**config.mk**
```make
export PLATFORM = sky130hd
export DESIGN_NAME = spi_flash_mmap
export DESIGN_NICKNAME = d
export VERILOG_FILES = /design/src/rtl/sfm_pkg.sv /design/src/rtl/sfm_clkdiv.sv /design/src/rtl/sfm_seq.sv /design/src/rtl/spi_flash_mmap.sv
export SDC_FILE = /design/constraint.sdc
export NUM_CORES = 1
export LEC_CHECK = 0
export BUFFER_PORTS_ARGS = -buffer_cell sky130_fd_sc_hd__buf_2
export CAP_MARGIN = 20
export CORE_ASPECT_RATIO = 1.4
export CORE_MARGIN = 2
export CORE_UTILIZATION = 40
export DETAILED_ROUTE_END_ITERATION = 6
export GPL_TIMING_DRIVEN = 0
export PLACE_DENSITY = 0.6
export SYNTH_ARGS = -nofsm -noshare
export SYNTH_HDL_FRONTEND = slang
export SYNTH_SLANG_ARGS = --single-unit
```
**constraint.sdc**
```tcl
create_clock -name clk -period 4.2 [get_ports clk]
set_clock_uncertainty 0.1 [all_clocks]
set_input_delay 0.63 -clock clk [delete_from_list [all_inputs] [get_ports clk]]
set_output_delay 0.63 -clock clk [all_outputs]
set_load 0.02 [all_outputs]
```
**src/rtl/sfm_pkg.sv**
```systemverilog
// Shared constants and types for the SPI flash memory-mapped engine.
// Assumes a fixed 32-bit flash address space (at most four address bytes).
package sfm_pkg;
    localparam int ADDR_BYTES = 4;
    localparam int ADDR_W     = 8 * ADDR_BYTES;

    typedef enum logic [2:0] {
        ST_IDLE,
        ST_CMD,
        ST_ADDR,
        ST_DUMMY,
        ST_DATA,
        ST_FIN
    } sfm_state_e;
endpackage

```
**src/rtl/sfm_clkdiv.sv**
```systemverilog
// Serial clock tick generator: while run is high, it emits one tick every
// div+1 system cycles, and each tick toggles the serial clock.
// Assumes div is held stable while run is high.
module sfm_clkdiv #(
    parameter int DIV_W = 8
) (
    input  logic             clk,
    input  logic             rst_n,
    input  logic             run,
    input  logic [DIV_W-1:0] div,
    output logic             tick
);
    logic [DIV_W-1:0] cnt;

    assign tick = run && (cnt == div);

    // Count system cycles within one serial half period.
    always_ff @(posedge clk) begin
        if (!rst_n)
            cnt <= '0;
        else if (!run || tick)
            cnt <= '0;
        else
            cnt <= cnt + DIV_W'(1);
    end


    div_range_chk: assert property (@(posedge clk) disable iff (!rst_n)
        run |-> (cnt <= div));
endmodule

```
**src/rtl/sfm_seq.sv**
```systemverilog
// Transaction sequencer: captures one bus access with its configuration,
// then walks the command, address, dummy and data phases in SPI mode 0.
// Outputs change only on falling ticks, and inputs are sampled on rising
// ticks. Assumes bus_req is held until bus_ready and dropped after it.
module sfm_seq
    import sfm_pkg::*;
#(
    parameter int DATA_BYTES = 4,
    parameter int DUMMY_W    = 4,
    parameter int DIV_W      = 8
) (
    input  logic                    clk,
    input  logic                    rst_n,
    input  logic [7:0]              cfg_rd_cmd,
    input  logic [7:0]              cfg_wr_cmd,
    input  logic [1:0]              cfg_addr_len,
    input  logic [DUMMY_W-1:0]      cfg_dummy,
    input  logic                    cfg_quad_rd,
    input  logic [DIV_W-1:0]        cfg_clk_div,
    input  logic                    bus_req,
    input  logic                    bus_we,
    input  logic [ADDR_W-1:0]       bus_addr,
    input  logic [8*DATA_BYTES-1:0] bus_wdata,
    output logic [8*DATA_BYTES-1:0] bus_rdata,
    output logic                    bus_ready,
    output logic                    spi_cs_n,
    output logic                    spi_sclk,
    output logic [3:0]              spi_dout,
    output logic [3:0]              spi_doe,
    input  logic [3:0]              spi_din,
    input  logic                    tick,
    output logic                    run,
    output logic [DIV_W-1:0]        lat_div
);
    localparam int DATA_W = 8 * DATA_BYTES;
    localparam int DB_W   = $clog2(DATA_BYTES + 1);
    localparam int CNT_W  = (DUMMY_W > DB_W) ? DUMMY_W : DB_W;

    sfm_state_e          state;
    logic [7:0]          sr;
    logic [7:0]          rx;
    logic [2:0]          bit_cnt;
    logic [CNT_W-1:0]    byte_cnt;
    logic                byte_end;
    logic [ADDR_W-1:0]   addr_sr;
    logic [DATA_W-1:0]   wsr;
    logic [DATA_W-1:0]   rsr;
    logic                lat_we;
    logic                lat_quad;
    logic [1:0]          lat_alen;
    logic [DUMMY_W-1:0]  lat_dummy;

    logic                quad_data;
    logic                quad_lane;
    logic                last_bit;
    logic [7:0]          rx_next;

    // Decode lane mode and end-of-byte for the current rising tick.
    always_comb begin
        quad_data = lat_quad && !lat_we && (state == ST_DATA);
        quad_lane = lat_quad && !lat_we && (state == ST_DATA || state == ST_FIN);
        rx_next   = quad_data ? {rx[3:0], spi_din} : {rx[6:0], spi_din[1]};
        last_bit  = quad_data ? (bit_cnt == 3'd1) : (bit_cnt == 3'd7);
    end

    assign run      = (state != ST_IDLE);
    assign spi_dout = {3'b000, sr[7]};
    assign spi_doe  = (run && !quad_lane) ? 4'b0001 : 4'b0000;

    // Main sequencer: accept, shift phases, finish and report.
    always_ff @(posedge clk) begin
        if (!rst_n) begin
            state     <= ST_IDLE;
            spi_cs_n  <= 1'b1;
            spi_sclk  <= 1'b0;
            bus_ready <= 1'b0;
            bus_rdata <= '0;
            sr        <= '0;
            rx        <= '0;
            bit_cnt   <= '0;
            byte_cnt  <= '0;
            byte_end  <= 1'b0;
            addr_sr   <= '0;
            wsr       <= '0;
            rsr       <= '0;
            lat_we    <= 1'b0;
            lat_quad  <= 1'b0;
            lat_alen  <= '0;
            lat_dummy <= '0;
            lat_div   <= '0;
        end else begin
            bus_ready <= 1'b0;
            case (state)
                ST_IDLE: begin
                    if (bus_req) begin
                        lat_we    <= bus_we;
                        lat_quad  <= cfg_quad_rd;
                        lat_alen  <= cfg_addr_len;
                        lat_dummy <= cfg_dummy;
                        lat_div   <= cfg_clk_div;
                        sr        <= bus_we ? cfg_wr_cmd : cfg_rd_cmd;
                        addr_sr   <= bus_addr << {(2'd3 - cfg_addr_len), 3'b000};
                        wsr       <= bus_wdata;
                        rx        <= '0;
                        bit_cnt   <= '0;
                        byte_cnt  <= '0;
                        byte_end  <= 1'b0;
                        spi_cs_n  <= 1'b0;
                        state     <= ST_CMD;
                    end
                end
                ST_FIN: begin
                    spi_cs_n  <= 1'b1;
                    spi_sclk  <= 1'b0;
                    bus_ready <= 1'b1;
                    bus_rdata <= rsr;
                    state     <= ST_IDLE;
                end
                default: begin
                    if (tick && !spi_sclk) begin
                        spi_sclk <= 1'b1;
                        rx       <= rx_next;
                        bit_cnt  <= last_bit ? 3'd0 : bit_cnt + 3'd1;
                        byte_end <= last_bit;
                        if (last_bit && state == ST_DATA && !lat_we)
                            rsr <= {rx_next, rsr[DATA_W-1:8]};
                        if (last_bit && state == ST_DATA &&
                            byte_cnt == CNT_W'(DATA_BYTES - 1))
                            state <= ST_FIN;
                    end else if (tick) begin
                        spi_sclk <= 1'b0;
                        if (byte_end) begin
                            byte_end <= 1'b0;
                            case (state)
                                ST_CMD: begin
                                    state    <= ST_ADDR;
                                    byte_cnt <= '0;
                                    sr       <= addr_sr[ADDR_W-1 -: 8];
                                    addr_sr  <= addr_sr << 8;
                                end
                                ST_ADDR: begin
                                    if (byte_cnt != CNT_W'(lat_alen)) begin
                                        byte_cnt <= byte_cnt + CNT_W'(1);
                                        sr       <= addr_sr[ADDR_W-1 -: 8];
                                        addr_sr  <= addr_sr << 8;
                                    end else if (lat_dummy != '0) begin
                                        state    <= ST_DUMMY;
                                        byte_cnt <= '0;
                                        sr       <= 8'h00;
                                    end else begin
                                        state    <= ST_DATA;
                                        byte_cnt <= '0;
                                        sr       <= lat_we ? wsr[7:0] : 8'h00;
                                        wsr      <= wsr >> 8;
                                    end
                                end
                                ST_DUMMY: begin
                                    if (byte_cnt == CNT_W'(lat_dummy - DUMMY_W'(1))) begin
                                        state    <= ST_DATA;
                                        byte_cnt <= '0;
                                        sr       <= lat_we ? wsr[7:0] : 8'h00;
                                        wsr      <= wsr >> 8;
                                    end else begin
                                        byte_cnt <= byte_cnt + CNT_W'(1);
                                        sr       <= 8'h00;
                                    end
                                end
                                default: begin
                                    byte_cnt <= byte_cnt + CNT_W'(1);
                                    sr       <= lat_we ? wsr[7:0] : 8'h00;
                                    wsr      <= wsr >> 8;
                                end
                            endcase
                        end else begin
                            sr <= {sr[6:0], 1'b0};
                        end
                    end
                end
            endcase
        end
    end


    ready_pulse_chk: assert property (@(posedge clk) disable iff (!rst_n)
        bus_ready |=> !bus_ready);


    cs_release_chk: assert property (@(posedge clk) disable iff (!rst_n)
        bus_ready |-> (spi_cs_n && !$past(spi_cs_n)));


    sclk_idle_chk: assert property (@(posedge clk) disable iff (!rst_n)
        spi_cs_n |-> !spi_sclk);


    lane_dir_chk: assert property (@(posedge clk) disable iff (!rst_n)
        $onehot0(spi_doe) && (spi_cs_n ? (spi_doe == 4'b0000) : 1'b1));
endmodule

```
**src/rtl/spi_flash_mmap.sv**
```systemverilog
// Top of the SPI flash memory-mapped access engine: joins the sequencer
// with the serial clock tick generator. Assumes one request at a time,
// with bus_req held until bus_ready.
module spi_flash_mmap #(
    parameter int DATA_BYTES = 4,
    parameter int DUMMY_W    = 4,
    parameter int DIV_W      = 8
) (
    input  logic                    clk,
    input  logic                    rst_n,
    input  logic [7:0]              cfg_rd_cmd,
    input  logic [7:0]              cfg_wr_cmd,
    input  logic [1:0]              cfg_addr_len,
    input  logic [DUMMY_W-1:0]      cfg_dummy,
    input  logic                    cfg_quad_rd,
    input  logic [DIV_W-1:0]        cfg_clk_div,
    input  logic                    bus_req,
    input  logic                    bus_we,
    input  logic [31:0]             bus_addr,
    input  logic [8*DATA_BYTES-1:0] bus_wdata,
    output logic [8*DATA_BYTES-1:0] bus_rdata,
    output logic                    bus_ready,
    output logic                    spi_cs_n,
    output logic                    spi_sclk,
    output logic [3:0]              spi_dout,
    output logic [3:0]              spi_doe,
    input  logic [3:0]              spi_din
);
    logic             tick;
    logic             run;
    logic [DIV_W-1:0] lat_div;

    sfm_seq #(
        .DATA_BYTES(DATA_BYTES),
        .DUMMY_W   (DUMMY_W),
        .DIV_W     (DIV_W)
    ) u_seq (
        .clk         (clk),
        .rst_n       (rst_n),
        .cfg_rd_cmd  (cfg_rd_cmd),
        .cfg_wr_cmd  (cfg_wr_cmd),
        .cfg_addr_len(cfg_addr_len),
        .cfg_dummy   (cfg_dummy),
        .cfg_quad_rd (cfg_quad_rd),
        .cfg_clk_div (cfg_clk_div),
        .bus_req     (bus_req),
        .bus_we      (bus_we),
        .bus_addr    (bus_addr),
        .bus_wdata   (bus_wdata),
        .bus_rdata   (bus_rdata),
        .bus_ready   (bus_ready),
        .spi_cs_n    (spi_cs_n),
        .spi_sclk    (spi_sclk),
        .spi_dout    (spi_dout),
        .spi_doe     (spi_doe),
        .spi_din     (spi_din),
        .tick        (tick),
        .run         (run),
        .lat_div     (lat_div)
    );

    sfm_clkdiv #(
        .DIV_W(DIV_W)
    ) u_div (
        .clk  (clk),
        .rst_n(rst_n),
        .run  (run),
        .div  (lat_div),
        .tick (tick)
    );
endmodule

```
==> out/metrics.cfg <==
[outcome]
status=finished clean

[layout]
final_area_mm2=0.0105
regArea_mm2=0.00362
fin_util_pct=48.2
layout-drive-gt1-share_pct=18.7
final_cells=1487
synthToLayoutAreaGrowth_pct=18.7
multiInputGateArea_mm2=0.00481
n_fill_cell=2203
fin_nets=1284
diodes=0

[cts]
cts_buffers=17
clock_path_buffers=2
hold_buffers=0
cts_setup_buffers=0
clock-sinks=181
clk_latency_ps=440
clk_pin_slew_worst_paths_ps=70
htree_levels=4
cts_tree=yes
ctsResizeCount=0
cts_root_buf=clkbuf_16

[pwr]
power_density_mw_per_mm2=568
ir_drop_mv=0.293
power.total_mw=5.96
p_leak_nw=4.47

[timing]
fin_ws_ps=1200
relSlewSlack_pct=46.9
whs_ps=337
drv_slew=0
setup_viol=0
tns_ps=0
rsz0062_at_grt=false
fmax_mhz=334
tightest_slew_ps=793
finalHoldViolCount=0
fin_crit_ps=3000
period_share_pct=71.3

[placement]
io_buffer_count=135
placed_area_mm2=0.00992
gp_congestion=0.929
dpl_worst_slack_ps=1410
dpl.hpwl_mm=19.2
dp_cells=1455

[grt]
grt_pass1_wl_mm=40.1
grt_pass1_vias=7793
grt_max_degree=18
grt.overflow.total=0
antenna_found_initial=1
grt_usage_pct=21.8

[worst_setup_path]
startpoint=u_seq.state[2]
crit_path_max_incr_delay_ps=430
worst_setup_path_end_kind=output pin
critPathKind=reg -> out
r2r-start=u_seq.lat_dummy[0]
r2r_end=u_seq.wsr[25]
arrival_ps=2270
r2r_slack_ps=1340
rr_worst_depth=9
cp_common_cell=clkbuf_1
timing.critical_path.buf_inv=4
path_delay_family=buffers and inverters
cp_cell_sequence=clkbuf_2 -> clkbuf_1 -> clkbuf_1 -> o21ai_0 -> nand2_1 -> buf_2
critPathMaxFanout=10
crit_end=spi_doe[0]
start_kind=register
cp_slowest_cell=clkbuf_1
worstPathRequired_ps=3470
crit_cells=6

[floorplan]
row_count=64
io_pins=146
core_area_mm2=0.0218
die_w_um=130
die_h_um=180
dieArea_mm2=0.0234
start_util_pct=40.6

[hold_path]
hold_class=in -> reg

[yosys]
synth.area.top_cells=dfxtp_1 41%, nand2_1 8.5%, mux2i_1 6.6%
avgSynthCellArea_um2=8.69
synth_area_mm2=0.00885
ys_seq_area_share_pct=40.9
synthArstFlopShare_pct=0
ys_ff_latch=181
synthTopCellsByCount=200 x nand2_1, 181 x dfxtp_1, 62 x clkbuf_1, 58 x mux2i_1, 55 x a21boi_0
synth_top_area_cell=dfxtp_1
synth_ff_type=dfxtp_1
synth_cell_types=62
netlist.area_leader.share_pct=40.9
syn_inst=1018
yosysMostFrequentCell=nand2_1
yosys_warnings=0
synth_edf_count=0

[flow_run]
max_cap_viol_count=0

[detailed_routing]
vias=7831
postRouteAntennaNets=0
drcViolationCount=0
totalWireLength_mm=25.1
wl_per_cell_um=16.9
routed_via_density=5.27
drtIter0Drc=458
firstDrtPassIters=5

[cell type report]
cell class                      instances  area share [%]
Buffer                                 91            3.79
Tap cell                              297            3.54
Sequential cell                       181            34.5
Clock inverter                         15            1.58
Inverter                               11           0.393
Multi-Input combinational cell        740            45.7
Timing Repair Buffer                  135            6.43
Clock buffer                           17            4.05
[layer usage]
| layer | part of all wire, % | global-route usage [%] | vias up | wire [µm] |
|---|---|---|---|---|
| met4 | 3.4 | 8.95 | 2 | 860 |
| met5 | 0.052 | 0 | - | 13 |
| met2 | 51 | 38.7 | 240 | 12700 |
| li1 | - | - | 3913 | - |
| met3 | 5.4 | 4.61 | 56 | 1340 |
| met1 | 40 | 24.9 | 3620 | 10100 |
[worst register-to-register path, stage by stage, from the launching register on]
cell,delay (ps)
dfxtp_1,350
inv_1,70
ha_1,170
nor3b_1,520
nand4_1,210
a31oi_1,460
and2_1,200
clkbuf_1,230
buf_4,260
mux2i_1,210
[cell usage in the layout, fill, tap and decap left out, types with 29 or more instances in the layout]
cell type / count
nand4_1: 29
a21boi_0: 55
dfxtp_1: 181
o21ai_0: 30
mux2i_1: 58
nand2_1: 200
o211a_1: 49
buf_2: 149
clkbuf_1: 62
nand3_1: 49
[sequential cells by signal (all words and copies together), names as in the netlist, 2 cells and up]
name,cells
u_seq.addr_sr,32
u_seq.bus_rdata,32
u_seq.rsr,32
u_seq.wsr,32
u_div.cnt,8
u_seq.lat_div,8
u_seq.sr,8
u_seq.rx,7
u_seq.byte_cnt,4
u_seq.lat_dummy,4
u_seq.bit_cnt,3
u_seq.state,3
u_seq.lat_alen,2
[worst min-delay path by stage]
stage                   start  cells past startpoint            endpoint
3_5_place_dp    u_seq.wsr[31]                      2       u_seq.wsr[31]
4_1_cts        cfg_clk_div[4]                      3    u_seq.lat_div[4]
5_1_grt          cfg_dummy[3]                      3  u_seq.lat_dummy[3]
3_3_place_gp    u_seq.wsr[28]                      2       u_seq.wsr[28]
2_1_floorplan   u_seq.wsr[24]                      2       u_seq.wsr[24]
6_report       cfg_clk_div[4]                      3    u_seq.lat_div[4]
[cell families after synthesis]
kind of cell             share of synthesized area (%)
flip-flops                                        40.9
AO/OA/AOI/OAI                                     19.8
adder cells (fa/ha/maj)                          0.565
XOR/XNOR                                          2.35
AND/OR/NAND/NOR                                   22.7
buffers and inverters                             4.96
multiplexers                                      8.59
other                                           0.0424
[power by group]
group	switching (mW)	leakage, nW	internal (mW)
clock network	0.734	0.287	0.892
logic	1.40	2.71	0.811
registers	0.153	1.47	1.97
Note: power is estimated with default switching activity, not from simulation.
